`config.mk`:
```
export PLATFORM = sky130hd
export DESIGN_NAME = bus_idle_monitor
export DESIGN_NICKNAME = d
export VERILOG_FILES = /design/src/rtl/bus_mon_pkg.sv /design/src/rtl/scl_edge_det.sv /design/src/rtl/idle_timer.sv /design/src/rtl/bus_idle_monitor.sv
export SDC_FILE = /design/constraint.sdc
export NUM_CORES = 1
export LEC_CHECK = 0
export BUFFER_PORTS_ARGS = -buffer_cell sky130_fd_sc_hd__buf_2
export CORE_UTILIZATION = 44
export DETAILED_ROUTE_END_ITERATION = 6
export PLACE_DENSITY = 0.68
export SLEW_MARGIN = 20
export SYNTH_ARGS = -nofsm -noshare
export SYNTH_HDL_FRONTEND = slang
export SYNTH_HIERARCHICAL = 1
export SYNTH_SLANG_ARGS = --single-unit
export TNS_END_PERCENT = 10
```
`constraint.sdc`:
```
create_clock -name clk_i -period 2.3 [get_ports clk_i]
set_input_delay 0.46 -clock clk_i [delete_from_list [all_inputs] [get_ports clk_i]]
set_output_delay 0.46 -clock clk_i [all_outputs]
set_load 0.03 [all_outputs]
```
`src/rtl/bus_mon_pkg.sv`:
```
package bus_mon_pkg;
  typedef enum logic {ST_IDLE = 1'b0, ST_BUSY = 1'b1} bus_state_e;
endpackage

```
`src/rtl/scl_edge_det.sv`:
```
module scl_edge_det #(
  parameter int unsigned STAGES = 2
) (
  input  logic clk_i,
  input  logic rst_ni,
  input  logic scl_i,
  output logic edge_o
);
  logic [STAGES-1:0] sync_q;
  logic              prev_q;

  generate
    for (genvar g = 0; g < STAGES; g++) begin : g_sync
      always_ff @(posedge clk_i or negedge rst_ni) begin
        if (!rst_ni) sync_q[g] <= 1'b1;
        else if (g == 0) sync_q[g] <= scl_i;
        else sync_q[g] <= sync_q[(g == 0) ? 0 : g-1];
      end
    end
  endgenerate

  always_ff @(posedge clk_i or negedge rst_ni) begin
    if (!rst_ni) prev_q <= 1'b1;
    else prev_q <= sync_q[STAGES-1];
  end

  assign edge_o = sync_q[STAGES-1] ^ prev_q;
endmodule

```
`src/rtl/idle_timer.sv`:
```
module idle_timer #(
  parameter int unsigned TW = 16
) (
  input  logic          clk_i,
  input  logic          rst_ni,
  input  logic          restart_i,
  input  logic          run_i,
  input  logic [TW-1:0] limit_i,
  output logic [TW-1:0] cnt_o,
  output logic          expire_o
);
  logic [TW-1:0] cnt_q;
  logic [TW-1:0] last_val;

  // limit 0 wraps to all ones: a full 2**TW cycle period
  assign last_val = limit_i - TW'(1);
  assign expire_o = run_i && !restart_i && (cnt_q == last_val);

  always_ff @(posedge clk_i or negedge rst_ni) begin
    if (!rst_ni)        cnt_q <= '0;
    else if (restart_i) cnt_q <= '0;
    else if (run_i)     cnt_q <= cnt_q + TW'(1);
  end

  assign cnt_o = cnt_q;
endmodule

```
`src/rtl/bus_idle_monitor.sv`:
```
module bus_idle_monitor #(
  parameter int unsigned TW          = 16,
  parameter int unsigned SYNC_STAGES = 2
) (
  input  logic          clk_i,
  input  logic          rst_ni,
  input  logic          scl_i,
  input  logic [TW-1:0] timeout_i,
  input  logic          acq_req_i,
  output logic          acq_grant_o,
  output logic          busy_o,
  output logic          idle_entry_o
);
  import bus_mon_pkg::*;

  bus_state_e    state_q, state_d;
  logic          scl_edge;
  logic          restart;
  logic          expire;
  logic          grant;
  logic [TW-1:0] cnt;
  logic          idle_entry_q;

  scl_edge_det #(.STAGES(SYNC_STAGES)) u_edge (
    .clk_i (clk_i),
    .rst_ni(rst_ni),
    .scl_i (scl_i),
    .edge_o(scl_edge)
  );

  idle_timer #(.TW(TW)) u_timer (
    .clk_i    (clk_i),
    .rst_ni   (rst_ni),
    .restart_i(restart),
    .run_i    (state_q == ST_BUSY),
    .limit_i  (timeout_i),
    .cnt_o    (cnt),
    .expire_o (expire)
  );

  // another master's clock activity in this cycle beats a local request
  assign grant   = acq_req_i && (state_q == ST_IDLE) && !scl_edge;
  assign restart = scl_edge || grant;

  always_comb begin
    state_d = state_q;
    if (restart)     state_d = ST_BUSY;
    else if (expire) state_d = ST_IDLE;
  end

  always_ff @(posedge clk_i or negedge rst_ni) begin
    if (!rst_ni) begin
      state_q      <= ST_BUSY;
      idle_entry_q <= 1'b0;
    end else begin
      state_q      <= state_d;
      idle_entry_q <= expire;
    end
  end

  assign acq_grant_o  = grant;
  assign busy_o       = (state_q == ST_BUSY);
  assign idle_entry_o = idle_entry_q;
endmodule


```
# After elaboration in Yosys (flattened, before gate mapping)
# Index checks and enable logic that the tools add are counted.
dict set report word_totals {
  reg_bits 21
  inputBits 20
  word_cells 24
}
dict set report classes {
  add_sub_neg 2
  n_eq_ne 1
  mux 4
  bitwise 2
  n_reduce_logical 9
}
# op count
set op_table {}
lappend op_table {{$mux 16} 2}
lappend op_table {{$add 16x1->16 const B} 1}
lappend op_table {{$eq 16x16->1} 1}
lappend op_table {{$sub 16x1->16 const B} 1}
lappend op_table {{$logic_and 1x1->1} 4}
lappend op_table {{$reduce_bool 2->1} 2}
lappend op_table {{$logic_not 1->1} 2}
lappend op_table {{$mux 1} 2}
lappend op_table {{$logic_or 1x1->1} 1}
lappend op_table {{$not 1->1} 1}
lappend op_table {{$xor 1x1->1} 1}

# Logic depth before layout (Yosys ltp)
dict set report logic_depth {
  word_depth 9
  ltp_mapped 10
  ltp_nobuf 10
}

# Hierarchy
# Netlist, hierarchy kept.
# mod instances cells_each area_each_um2 seq_area_each_um2
set modules_own_cells {}
lappend modules_own_cells {idle_timer 1 166 1401.3 400.4}
lappend modules_own_cells {bus_idle_monitor 1 7 95.1 51.3}
lappend modules_own_cells {scl_edge_det 1 4 87.6 78.8}

# Least setup slack after synthesis
# Ideal clock, no wire load.
dict set report synth_path {
  kind {input -> register}
  start {in timeout_i[0]}
  end {reg state_q, in the netlist busy_o}
  setup_ns 0.085
  t_arrival_ns 2.269
  required_time_ns 2.215
  setup_slack_ns -0.054
  path_stages 10
  path_cell_list {inv_1 > ha_1 > or4b_4 > nor4_4 > xnor2_1 > a21boi_0 > a211oi_1 > and4_1 > nand2b_1 > nand3b_2}
}
dict set report synth_between {
  elab_chain_cells 4
}
# item line_no
set synth_rtl {}
lappend synth_rtl {{start: declaration} bus_idle_monitor.sv:8} ;# input logic [TW-1:0] timeout_i,
lappend synth_rtl {{$sub 16x1->16} idle_timer.sv:16} ;# assign last_val = limit_i - TW'(1);
lappend synth_rtl {{$eq 16x16->1} idle_timer.sv:17} ;# assign expire_o = run_i && !restart_i && (cnt_q == last_val);
lappend synth_rtl {{$logic_and 1x1->1} idle_timer.sv:17}
lappend synth_rtl {{via expire} bus_idle_monitor.sv:19} ;# logic expire;
lappend synth_rtl {{$reduce_bool 2->1 (no source line)} n/a}
lappend synth_rtl {{end signal: assignment} bus_idle_monitor.sv:56} ;# state_q <= state_d;
lappend synth_rtl {{end: declaration} bus_idle_monitor.sv:16} ;# bus_state_e state_q, state_d;
# The timed path passes the listed nets, and every way through them passes these cells.
# A chain may end at the register's enable or synchronous reset.

# Worst setup path after layout
dict set report layout_path {
  start {in timeout_i[3]}
  end {reg state_q, in the netlist busy_o}
}
# Same word-level chain as after synthesis.

==> results.yml <==
status:
  status: "complete, no violations"
floorplanning:
  io_pins: 23
  start_util_pct: 46.7
  die-width_um: 62
  core_um2: 3390
  rows: 21
  dieArea_um2: 3840
  dieHeight_um: 62
global_routing:
  grt_pass1_vias: 1315
  antenna_found_initial: 0
  grt_util_all_layers_pct: 19.7
  overflow: 0
  grt_pass1_wl_mm: 5.56
  grt_max_degree: 22
synthesis:
  ys_ff_latch: 21
  postSynthCellCount: 177
  synthArstFlopShare_pct: 100
  ys_seq_area_share_pct: 33.5
  synth-edff-count: 0
  ys.flop_type: "dfrtp_1"
  ys_types: 45
  syn_area_per_cell_um2: 8.95
  syn_nets: 199
  yosys_warnings: 6
  netlist_area_um2: 1580
timing:
  final_hold_viol_count: 0
  fin_skew_ps: 5.19
  worst_pin_slew_ps: 480
  rsz0062_at_grt: "no"
  slew_viol_final: 0
  setup_ws_ps: 90.1
  hold_ws_ps: 96.1
  max_freq_ghz: 0.453
  slew_headroom_pct: 68.0
  period_minus_slack_ps: 2210
  finalSetupTns_ps: 0
  finalSetupViolations: 0
  period_share_pct: 96.1
power_and_ir_drop:
  power_density_nw_per_um2: 378
  p_clk_share_pct: 23.9
  p_switching_w: 0.000209
  ir_drop_uv: 296
  power_frac_comb_pct: 21.9
  seqPwrFrac_pct: 54.3
  p_leak_nw: 0.840
  intPower_w: 0.000523
  swShare_pct: 28.5
final_layout:
  fillers: 299
  num_antenna_cells: 0
  syn_to_final_growth_pct: 22.4
  final_common_cell: "nor2_1"
  design_area_um2: 1940
  finalNetCount: 240
  drive_above_1_share_pct: 31.3
  mostFrequentLayoutCells: "25 x nor2_1, 22 x buf_2, 21 x buf_4"
worst_hold_path:
  hold_path.class: "primary input to async pin"
worst_setup_path:
  required_ps: 2550
  reg2reg_from: "busy_o$_DFFE_PN1P_"
  crit_path_start: "timeout_i[3]"
  worstSetupPathType: "primary input to register"
  cp_data_arrival_time_ps: 2460
  critPathMaxFanout: 3
  rrSetupSlack_ps: 260
  critPathLaunchType: "primary input"
  cp-end-kind: "register"
route:
  drcViolationCount: 0
  vias: 1414
  viasPerCell: 5.38
  first_iter_violations: 100
  wl_met3_um: 128
  dr.pass1.iters: 6
  drt-total-wl_mm: 3.56
  wire_per_inst_um: 13.5
  top_layer: "met4"
  met1_length_mm: 1.61
  final_antenna_net_count: 0
  route.met2.wl_mm: 1.80
clocking:
  clock_tree.root_cell: "clkbuf_4"
  numCtsBuffers: 3
  clk_path_buf_depth: 2
  cts_hold_buf: 0
  cts_htree_levels: 1
  clk_latency_ps: 300
  path_clk_slew_ps: 120
  cts_tree: "built"
  numClockSinks: 21
run:
  maxCapViolations: 0
placed_design:
  place.gp.congestion: 0.830
  dp_slack_ps: -270
  dp_hpwl_mm: 2.81
  postPlaceCellArea_um2: 1890
  io_buffers: 22
==> logic make-up (layout without fill, tap and decap cells) <==
family	count (synthesis)	in the layout	share of synthesized area (%)
AO/OA/AOI/OAI	24	24	9.56
multiplexers	3	3	1.97
XOR/XNOR	35	35	19.4
AND/OR/NAND/NOR	79	79	31.0
buffers and inverters	13	53	3.08
flip-flops	21	21	33.5
adder cells (fa/ha/maj)	2	2	1.58
==> power by group through the flow <==
stage,Clock [W],Combinational [W],Sequential [W]
2_1_floorplan,0,0.0000840,0.000401
3_3_place_gp,0,0.000151,0.000404
3_5_place_dp,0,0.000158,0.000404
4_1_cts,0.000184,0.000159,0.000397
5_1_grt,0.000202,0.000177,0.000399
6_report,0.000175,0.000160,0.000397
==> Yosys cell counts, types with 4 or more instances <==
cell type	number	area share [%]
xnor2_1	19	11
nand2_1	10	2.4
dfrtp_1	17	27
a31oi_1	6	2.4
inv_1	6	1.4
nor3_1	5	1.6
clkbuf_1	7	1.7
nand4_1	7	2.8
o21ai_0	6	1.9
xor2_1	16	8.8
nor2_1	26	6.2
dfstp_2	4	6.6
==> path summary, 6_finish.rpt <==
check	end	cells after the start
worst max-delay path	busy_o$_DFFE_PN1P_	9
worst min-delay path	u_timer/cnt_o[10]$_DFFE_PN0P_	1
worst max register to register	busy_o$_DFFE_PN1P_	9
worst min register to register	u_edge/sync_q[1]$_DFF_PN1_	0
max in group asynchronous	u_edge/sync_q[1]$_DFF_PN1_	1
min in group clk_i	u_edge/sync_q[0]$_DFF_PN1_	1
==> what timing repair did <==
item / in CTS / in global routing
gates resized for setup: 0 / 4
endpoints found under the setup margin: 0 / 1
setup buffers: 0 / 1
==> final cells by class <==
type	instances	area, µm²	share of cell area (%)
Multi-Input combinational cell	143	1030	53.3
Tap cell	46	57.6	2.97
Timing Repair Buffer	43	268	13.8
Sequential cell	21	531	27.4
Clock buffer	3	22.5	1.16
Inverter	6	22.5	1.16
Clock inverter	1	5.00	0.258
==> flip-flops by register name, summed over array words and instances, names as in the netlist <==
signal / cells
u_edge/prev_q: 1
u_edge/sync_q: 2
u_timer/cnt_o: 16
busy_o: 1
idle_entry_o: 1
==> layer usage <==
metal,GRT usage [%],vias to the layer above
li1,-,696
met1,25.3,680
met2,35.1,36
met3,2.69,2
met4,4.44,0
met5,0,-
==> critical path, cell delays in order <==
cell	delay (ps)
buf_2	110
or4_4	570
nor4_4	310
mux2_1	350
mux2i_1	140
a21oi_1	80
and4_1	230
nand2b_4	140
nand3b_2	70
==> metrics by stage <==
| stage | power, W | util, % | std cells |
|---|---|---|---|
| floorplan | 0.000485 | - | 177 |
| global placement | 0.000555 | 55.6 | 258 |
| detailed placement | 0.000563 | 55.6 | 258 |
| CTS | 0.000740 | 56.4 | 262 |
| global route | 0.000779 | 57.2 | 263 |
| finish | 0.000732 | 57.2 | 263 |
Power figures use the tool's default switching activity.
